### src/rtl/cfg_ld_pkg.sv
package cfg_ld_pkg;
  typedef enum logic [3:0] {
    ST_IDLE, ST_PROG, ST_CLR, ST_CHECK, ST_BYTE,
    ST_LO, ST_HI, ST_FL_LO, ST_FL_HI, ST_OK, ST_FAIL
  } ld_state_e;

  typedef enum logic [1:0] {
    EC_INIT_FALL = 2'd0,
    EC_INIT_CLR  = 2'd1,
    EC_CRC       = 2'd2,
    EC_DONE      = 2'd3
  } ld_err_e;
endpackage

### src/rtl/cfg_ld_timer.sv
module cfg_ld_timer #(
  parameter int LIMIT = 1000000
) (
  input  logic clk_i,
  input  logic rst_ni,
  input  logic clr_i,
  input  logic en_i,
  output logic expired_o
);
  localparam int CW = (LIMIT > 1) ? $clog2(LIMIT) : 1;
  localparam logic [CW-1:0] LAST = CW'(LIMIT - 1);

  logic [CW-1:0] cnt_q;

  always_ff @(posedge clk_i or negedge rst_ni) begin
    if (!rst_ni)                   cnt_q <= '0;
    else if (clr_i)                cnt_q <= '0;
    else if (en_i && cnt_q != LAST) cnt_q <= cnt_q + 1'b1;
  end

  assign expired_o = (cnt_q == LAST);
endmodule

### src/rtl/cfg_ld_pace.sv
module cfg_ld_pace #(
  parameter int HALF = 2
) (
  input  logic clk_i,
  input  logic rst_ni,
  input  logic clr_i,
  output logic tick_o
);
  localparam int HW = (HALF > 1) ? $clog2(HALF) : 1;
  localparam logic [HW-1:0] LAST = HW'(HALF - 1);

  logic [HW-1:0] hc_q;

  assign tick_o = (hc_q == LAST);

  always_ff @(posedge clk_i or negedge rst_ni) begin
    if (!rst_ni)     hc_q <= '0;
    else if (clr_i)  hc_q <= '0;
    else if (tick_o) hc_q <= '0;
    else             hc_q <= hc_q + 1'b1;
  end
endmodule

### src/rtl/cfg_ld_shift.sv
module cfg_ld_shift #(
  parameter int W = 8
) (
  input  logic         clk_i,
  input  logic         rst_ni,
  input  logic         load_i,
  input  logic [W-1:0] data_i,
  input  logic         last_i,
  input  logic         shift_i,
  output logic         msb_o,
  output logic         final_o,
  output logic         last_o
);
  localparam int BW = (W > 1) ? $clog2(W) : 1;

  logic [W-1:0]  sh_q;
  logic [BW-1:0] idx_q;
  logic          last_q;

  always_ff @(posedge clk_i or negedge rst_ni) begin
    if (!rst_ni) begin
      sh_q   <= '0;
      idx_q  <= '0;
      last_q <= 1'b0;
    end else if (load_i) begin
      sh_q   <= data_i;
      idx_q  <= '0;
      last_q <= last_i;
    end else if (shift_i) begin
      sh_q   <= {sh_q[W-2:0], 1'b0};
      idx_q  <= idx_q + 1'b1;
    end
  end

  assign msb_o   = sh_q[W-1];
  assign final_o = (idx_q == BW'(W - 1));
  assign last_o  = last_q;
endmodule

### src/rtl/serial_cfg_loader.sv
module serial_cfg_loader
  import cfg_ld_pkg::*;
#(
  parameter int HALF_PERIOD = 2,
  parameter int WAIT_CYCLES = 1000000,
  parameter int BYTE_W      = 8
) (
  input  logic              clk_i,
  input  logic              rst_ni,
  input  logic              start_i,
  input  logic              byte_valid_i,
  input  logic [BYTE_W-1:0] byte_data_i,
  input  logic              byte_last_i,
  output logic              byte_ready_o,
  output logic              prog_no,
  output logic              cclk_o,
  output logic              din_o,
  input  logic              init_ni,
  input  logic              done_i,
  output logic              busy_o,
  output logic              done_ok_o,
  output logic              error_o,
  output logic [1:0]        err_code_o
);
  ld_state_e st_q, st_d;
  ld_err_e   code_q, code_d;
  logic tmr_clr, tmr_en, tmr_exp;
  logic pace_clr, tick;
  logic byte_load, bit_shift;
  logic sh_msb, sh_final, sh_last;

  cfg_ld_timer #(.LIMIT(WAIT_CYCLES)) u_timer (
    .clk_i(clk_i), .rst_ni(rst_ni), .clr_i(tmr_clr), .en_i(tmr_en), .expired_o(tmr_exp)
  );

  cfg_ld_pace #(.HALF(HALF_PERIOD)) u_pace (
    .clk_i(clk_i), .rst_ni(rst_ni), .clr_i(pace_clr), .tick_o(tick)
  );

  cfg_ld_shift #(.W(BYTE_W)) u_shift (
    .clk_i(clk_i), .rst_ni(rst_ni), .load_i(byte_load), .data_i(byte_data_i),
    .last_i(byte_last_i), .shift_i(bit_shift), .msb_o(sh_msb),
    .final_o(sh_final), .last_o(sh_last)
  );

  assign tmr_en = (st_q == ST_PROG) || (st_q == ST_CLR) ||
                  (st_q == ST_FL_LO) || (st_q == ST_FL_HI);

  always_comb begin
    st_d      = st_q;
    code_d    = code_q;
    tmr_clr   = 1'b0;
    pace_clr  = 1'b0;
    byte_load = 1'b0;
    bit_shift = 1'b0;
    unique case (st_q)
      ST_IDLE, ST_OK, ST_FAIL: begin
        if (start_i) begin
          st_d    = ST_PROG;
          code_d  = EC_INIT_FALL;
          tmr_clr = 1'b1;
        end
      end
      ST_PROG: begin
        if (!init_ni) begin
          st_d    = ST_CLR;
          tmr_clr = 1'b1;
        end else if (tmr_exp) begin
          st_d   = ST_FAIL;
          code_d = EC_INIT_FALL;
        end
      end
      ST_CLR: begin
        if (init_ni) st_d = ST_CHECK;
        else if (tmr_exp) begin
          st_d   = ST_FAIL;
          code_d = EC_INIT_CLR;
        end
      end
      ST_CHECK: begin
        if (!done_i && !init_ni) begin
          st_d   = ST_FAIL;
          code_d = EC_CRC;
        end else st_d = ST_BYTE;
      end
      ST_BYTE: begin
        if (byte_valid_i) begin
          byte_load = 1'b1;
          pace_clr  = 1'b1;
          st_d      = ST_LO;
        end
      end
      ST_LO: if (tick) st_d = ST_HI;
      ST_HI: begin
        if (tick) begin
          if (sh_final) begin
            st_d    = sh_last ? ST_FL_LO : ST_CHECK;
            tmr_clr = sh_last;
          end else begin
            bit_shift = 1'b1;
            st_d      = ST_LO;
          end
        end
      end
      ST_FL_LO, ST_FL_HI: begin
        if (done_i) st_d = ST_OK;
        else if (tmr_exp) begin
          st_d   = ST_FAIL;
          code_d = EC_DONE;
        end else if (tick) st_d = (st_q == ST_FL_LO) ? ST_FL_HI : ST_FL_LO;
      end
      default: st_d = ST_IDLE;
    endcase
  end

  always_ff @(posedge clk_i or negedge rst_ni) begin
    if (!rst_ni) begin
      st_q   <= ST_IDLE;
      code_q <= EC_INIT_FALL;
    end else begin
      st_q   <= st_d;
      code_q <= code_d;
    end
  end

  assign prog_no      = (st_q != ST_PROG);
  assign cclk_o       = (st_q == ST_HI) || (st_q == ST_FL_HI);
  assign din_o        = ((st_q == ST_LO) || (st_q == ST_HI)) ? sh_msb : 1'b1;
  assign byte_ready_o = (st_q == ST_BYTE);
  assign busy_o       = !((st_q == ST_IDLE) || (st_q == ST_OK) || (st_q == ST_FAIL));
  assign done_ok_o    = (st_q == ST_OK);
  assign error_o      = (st_q == ST_FAIL);
  assign err_code_o   = code_q;

  AST_PROG_QUIET: assert property (@(posedge clk_i) disable iff (!rst_ni)
    !prog_no |-> (!cclk_o && !byte_ready_o && din_o));
  AST_HIGH_DIN_STABLE: assert property (@(posedge clk_i) disable iff (!rst_ni)
    (cclk_o && $past(cclk_o)) |-> $stable(din_o));
  AST_ACCEPT_TO_LOW: assert property (@(posedge clk_i) disable iff (!rst_ni)
    (byte_ready_o && byte_valid_i) |=> (!byte_ready_o && !cclk_o && busy_o));
  AST_DONE_SEEN: assert property (@(posedge clk_i) disable iff (!rst_ni)
    $rose(done_ok_o) |-> $past(done_i));
  AST_ONE_STATUS: assert property (@(posedge clk_i) disable iff (!rst_ni)
    $onehot0({busy_o, done_ok_o, error_o}));
  AST_STATUS_HELD: assert property (@(posedge clk_i) disable iff (!rst_ni)
    ((done_ok_o || error_o) && !start_i) |=> $stable({done_ok_o, error_o, err_code_o}));
endmodule

### config.mk
export PLATFORM = sky130hd
export DESIGN_NAME = serial_cfg_loader
export DESIGN_NICKNAME = d
export VERILOG_FILES = /design/src/rtl/cfg_ld_pkg.sv /design/src/rtl/cfg_ld_timer.sv /design/src/rtl/cfg_ld_pace.sv /design/src/rtl/cfg_ld_shift.sv /design/src/rtl/serial_cfg_loader.sv
export SDC_FILE = /design/constraint.sdc
export NUM_CORES = 1
export LEC_CHECK = 0
export CAP_MARGIN = 20
export CORE_MARGIN = 10
export CORE_UTILIZATION = 48
export CTS_CLUSTER_SIZE = 20
export DETAILED_ROUTE_END_ITERATION = 8
export DONT_BUFFER_PORTS = 1
export GPL_ROUTABILITY_DRIVEN = 0
export GPL_TIMING_DRIVEN = 1
export PLACE_DENSITY_LB_ADDON = 0.15
export SLEW_MARGIN = 10
export SYNTH_ARGS = -nofsm -noshare
export SYNTH_HDL_FRONTEND = slang
export SYNTH_HIERARCHICAL = 1
export SYNTH_SLANG_ARGS = --single-unit
### constraint.sdc
create_clock -name clk_i -period 2.4 [get_ports clk_i]
set_clock_uncertainty 0.2 [all_clocks]
set_input_delay 0.24 -clock clk_i [delete_from_list [all_inputs] [get_ports clk_i]]
set_output_delay 0.24 -clock clk_i [all_outputs]
set_load 0.01 [all_outputs]
# Word-level counts from Yosys, hierarchy flattened
# Cells that the tools add are included.
totals:
  input_bits: 15
  elab_cells: 99
  output_inout_bits: 9
  regBits: 39
classes:
  add_sub_neg: 3
  eq_ne: 26
  muxes: 43
  reduce_logical: 20
ops:
  columns: ["op", "count"]
  rows:
  - ["$mux W4", 12]
  - ["$mux W20", 2]
  - ["$pmux W4 S8", 1]
  - ["$add A20 B1 Y20 const B", 1]
  - ["$eq A20 B20 Y1 const B", 1]
  - ["$ne A20 B20 Y1 const B", 1]
  - ["$ne A2 B2 Y1 const B", 9]
  - ["$eq A4 B3 Y1 const B", 4]
  - ["$mux W2", 8]
  - ["$mux W8", 2]
  - ["$eq A4 B4 Y1 const B", 3]
  - ["$mux W1", 12]
  - ["$mux W3", 4]
  - ["$pmux W2 S5", 1]
  - ["$reduce_and A9 Y1", 1]
  - ["$eq A4 B2 Y1 const B", 2]
  - ["$logic_or A1 B1 Y1", 7]
  - ["$reduce_and A5 Y1", 1]
  - ["$reduce_bool A5 Y1", 1]
  - ["$eq A4 B1 Y1 const B", 1]
  - ["$logic_not A4 Y1", 1]
  - ["$ne A2 B1 Y1 const B", 2]
  - ["$ne A4 B1 Y1 const B", 1]
  - ["$ne A4 B3 Y1 const B", 1]
  - ["other kinds (9)", 13]

# Longest topological paths before layout
depth:
  depth_word: 7
  ltp_mapped: 9
  mapped_depth_nobuf: 8

# By module
# The synthesis kept the hierarchy.
modules_own_cells:
  columns: ["mod", "area_each_um2", "instances", "cells_each", "seq_area_each_um2"]
  rows:
  - ["cfg_ld_timer", 1149.9, 1, 114, 500.5]
  - ["serial_cfg_loader", 863.3, 1, 111, 150.1]
  - ["cfg_ld_shift", 553.0, 1, 48, 300.3]
  - ["cfg_ld_pace", 28.8, 1, 2, 25.0]

# Least setup slack after synthesis
# Ideal clock, no wire load.
synth_path:
  path_kind: "register to register"
  start: "register u_timer.cnt_q[15]"
  end: "register st_q[0]"
  t_required_ns: 2.081
  arrival_ns: 1.965
  stages_incl_launch_ff: 9
  n_path_buf: 0
  synth_period_minus_slack_ns: 2.284
  setup_slack_ns: 0.116
  setup_time_ns: 0.119
  path_cell_list: "dfrtp_1 nor4_4 nand4_4 nor2_1 o211ai_1 a32oi_1 o221a_4 o211ai_2 o21a_1"
synth_between:
  elab_chain_cells: 4
  elab_cells_between_ends: 9
  classes_between: "2 x eq/ne; 6 x mux; 1 x reduce/logical"
synth_rtl:
  columns: ["element", "line_no", "rtl"]
  rows:
  - ["start, declared", "cfg_ld_timer.sv:13", "logic [CW-1:0] cnt_q;"]
  - ["start signal, assigned", "cfg_ld_timer.sv:18", "else if (en_i && cnt_q != LAST) cnt_q <= cnt_q + 1'b1;"]
  - ["$eq A20 B20 Y1 (*)", "cfg_ld_timer.sv:21", "assign expired_o = (cnt_q == LAST);"]
  - ["net tmr_exp", "serial_cfg_loader.sv:27", "logic tmr_clr, tmr_en, tmr_exp;"]
  - ["$mux W4, on equally long branches (2 in a row)", null, null]
  - ["$pmux W4 S8", "serial_cfg_loader.sv:56", "unique case (st_q)"]
  - ["end signal, assigned", "serial_cfg_loader.sv:121", "st_q <= st_d;"]
  - ["end, declared", "serial_cfg_loader.sv:25", "ld_state_e st_q, st_d;"]
# Mark *: on every way through the listed nets, which the timed path passes. The rest lies on a longest branch.
# A chain may end at the register's enable or synchronous reset.

# Worst setup path after layout
layout_path:
  start: "register st_q[2]"
  end: "register u_timer.cnt_q[16]"
layout_between:
  elab_chain_cells: 6
  elab_cells_between_ends: 16
  classes_between: "7 x eq/ne; 2 x mux; 7 x reduce/logical"
layout_rtl:
  columns: ["element", "line_no", "rtl"]
  rows:
  - ["$eq A4 B1 Y1 or $eq A4 B2 Y1 (tied branches)", "serial_cfg_loader.sv:46", "assign tmr_en = (st_q == ST_PROG) || (st_q == ST_CLR) ||"]
  - ["$logic_or A1 B1 Y1 (2 in a row)", "serial_cfg_loader.sv:46", null]
  - ["$logic_or A1 B1 Y1 (*)", "serial_cfg_loader.sv:47", "(st_q == ST_FL_LO) || (st_q == ST_FL_HI);"]
  - ["net tmr_en", "serial_cfg_loader.sv:27", null]
  - ["$logic_and A1 B1 Y1 (*)", "cfg_ld_timer.sv:18", null]
  - ["$reduce_bool A2 Y1 (no line) (*)", null, null]
# Marks and branches as above.

==> reports/results.ini <==
[timing]
timing.fmax_ghz=0.453
hold_slack_ns=0.0779
fin_crit_ns=2.21
rsz0062_at_grt=false
tns_ns=0
setup_slack_ns=0.194
worst_slew_pin_slew_ns=0.401
min_period_over_period_pct=91.9
timing.final.max_slew_violations=0
max-slew-margin-rel_pct=73.3
finalSetupViolations=0
finalHoldViolations=0

[critical_path]
worstSetupPathType=flop to flop
crit_buf_inv=1
crit_required_ns=2.41
cp_top_family=simple AND/OR/NAND/NOR gates
cp_data_arrival_time_ns=2.22
end_kind=flop
cpPeakStageDelay_ns=0.42
cp.depth=7
crit_chain=or2b_1, nand2b_4, nand3_1, buf_4, nand3_1, or3_1, a21oi_1
cp-start-kind=flop
critPathMaxFanout=5
ff2ff_path_depth=7
cp_common_cell=nand3_1
critPathSlowestCell=dfrtp_1

[detailed_routing]
ant_nets=0
route.detailed.drc=0
via_per_inst=5.67
routed_wl_um=6040
wl_per_cell_um=16.4
drt_pass1_iterations=4
drtIter0Drc=195
vias=2092

[flow_run]
maxCapViolCount=0

[synth]
synthTopCellsByCount=39 x dfrtp_1, 36 x nor2_1, 21 x nand2_1
ys_seq_area_share_pct=37.6
yosys-top-cells-area=dfrtp_1 38%, nor2_1 5.2%, mux2i_1 4.2%, nand2_1 3.0%, xor2_1 2.7%
async_flop_share_pct=100
synth_edf_count=0
synth_cells=275
syn-cell-area_um2=2590
avgSynthCellArea_um2=9.44
synth.distinct_cells=66
synth_top_area_share_pct=37.6
yosysMostFrequentCell=dfrtp_1
ys_ff_latch=39
synth_area_leader_cell=dfrtp_1
ys_warn_count=6
postSynthNetCount=293
synth-main-ff-cell=dfrtp_1

[cells_and_area]
final_nets=316
area_growth_pct=14.7
multi_input_area_um2=1480
fillers=449
diodes=0
final_cells=369
seq_area_um2=976
drive_gt1_share_pct=19.4

[power]
p_int_mw=1.97
total_power_mw=3.26
power_switching_mw=1.30
p_comb_share_pct=49.6
swShare_pct=39.8
power_density_nw_per_um2=1100
clkPwrFrac_pct=19.9
leakagePower_nw=1.23
p_seq_share_pct=30.5
peakVddDrop_uv=533

[clock_tree]
cts_tree=yes
postCtsSetupRepairBufs=0
htree_num_levels=2
clock_sinks=39
cts_buffer_depth=2
clk_pin_slew_ns=0.08
numCtsBuffers=5
cts-root-buf=clkbuf_8
clock_latency_ns=0.29

[global_route]
grt_overflow=0
grt_first_pass_wirelength_um=10300
grt_pass1_vias=2066
grtUsageMet2_pct=21.9
grt_max_degree=40
grt_util_met1_pct=19.5
use_met3_pct=4.64
track_usage_pct=14.5
grt_antenna_before_repair=0
grt.busiest_layer=met2

[min_path]
hold_class=input pin to flop
min_delay_path_depth=3

[die]
die_height_um=93.5
fp.dieArea_um2=8750
start_util_pct=50.2
pin_count=24
num_rows=26
die_w_um=93.5
core_um2=5170

[place]
place_ws_ns=0.127
portBuffers=0
dpl.hpwl_um=4230
placed_cells=350

[outcome]
status=completed

## per-stage QoR
step | utilization, % | area (um2)
2_1_floorplan | - | 2590
3_3_place_gp | 52.5 | 2720
3_5_place_dp | 52.5 | 2720
4_1_cts | 57.4 | 2970
5_1_grt | 57.5 | 2980
6_report | 57.5 | 2980
## area by class of cell
cell class	count	area share, %
Tap cell	70	2.94
Multi-Input combinational cell	214	49.7
Inverter	6	0.757
Clock inverter	2	2.02
Timing Repair Buffer	32	9.34
Clock buffer	6	2.44
Sequential cell	39	32.8
## metal layers
| layer | wire length (um) | vias to the layer above | share of wire [%] |
|---|---|---|---|
| met5 | 0 | - | 0 |
| met4 | 48 | 0 | 0.79 |
| met3 | 392 | 4 | 6.5 |
| met2 | 2740 | 55 | 45 |
| met1 | 2860 | 997 | 47 |
| li1 | - | 1036 | - |
## state kept, by name (all words and copies together), names as in the netlist
| signal | cells |
|---|---|
| err_code_o | 2 |
| u_shift/last_o | 1 |
| u_pace/tick_o | 1 |
| u_shift/idx_q | 3 |
| st_q | 4 |
| u_shift/sh_q | 8 |
| u_timer/cnt_q | 20 |
## power by group through the flow
| stage | Sequential, mW | Combinational [mW] | Clock, mW |
|---|---|---|---|
| final | 0.996 | 1.62 | 0.648 |
| after CTS | 0.998 | 1.62 | 0.664 |
| after floorplan | 0.960 | 1.32 | 0 |
| after detailed placement | 1.01 | 1.58 | 0 |
| after global routing | 1.02 | 1.79 | 0.693 |
| after global placement | 1.01 | 1.56 | 0 |
## cell usage in the layout, fill, tap and decap left out, types with 3 or more instances in the layout
master	count
dfrtp_1	39
nor2_1	35
nand2_1	21
buf_4	21
a21oi_1	11
nand3_1	11
mux2i_1	11
o21ai_0	10
dlygate4sd3_1	10
o21ai_1	8
xor2_1	8
nand2b_1	7
xnor2_1	6
and3_1	6
clkbuf_8	5
nor2b_1	4
inv_1	4
nor3_1	4
a2bb2oi_1	3
o211ai_1	3
or3_1	3
ha_1	3
nand4_1	3
o31ai_1	3
or4_1	3
## path summary, 6_finish.rpt
check / to / slack, ns / start
setup / recovery: u_timer/cnt_q[16] / 0.19 / st_q[2]
hold / removal: err_code_o[1] / 0.08 / start_i
setup reg to reg: u_timer/cnt_q[16] / 0.19 / st_q[2]
hold reg to reg: u_pace/tick_o / 0.28 / u_pace/tick_o
max in group asynchronous: u_timer/cnt_q[1] / 1.58 / rst_ni
min in group asynchronous: u_timer/cnt_q[6] / 0.22 / rst_ni
## cells by family (layout without fill, tap and decap cells)
| group | count (synthesis) | after routing | share of synthesized area, % |
|---|---|---|---|
| adders and majority gates | 3 | 3 | 1.45 |
| AOI/OAI and AO/OA | 63 | 63 | 18.1 |
| muxes | 13 | 13 | 5.11 |
| xor gates and xnor gates | 14 | 14 | 4.73 |
| DFF | 39 | 39 | 37.6 |
| and+or+nand+nor | 121 | 121 | 27.3 |
| buffers and inverters | 22 | 46 | 5.69 |
## worst reg2reg max path: cells and delay by family (launching register included)
family | cells | cell delay, ns
AO/OA/AOI/OAI | 1 | 0.15
flip-flops | 1 | 0.42
AND/OR/NAND/NOR | 5 | 1.16
buffers and inverters | 1 | 0.20
## what timing repair did
action | CTS | global route
resized for setup | 0 | 2
endpoints found under the hold margin | 48 | 0
setup endpoints to repair | 0 | 4
hold buffers | 11 | 0
No activity file was read; power rests on OpenSTA's default activity.
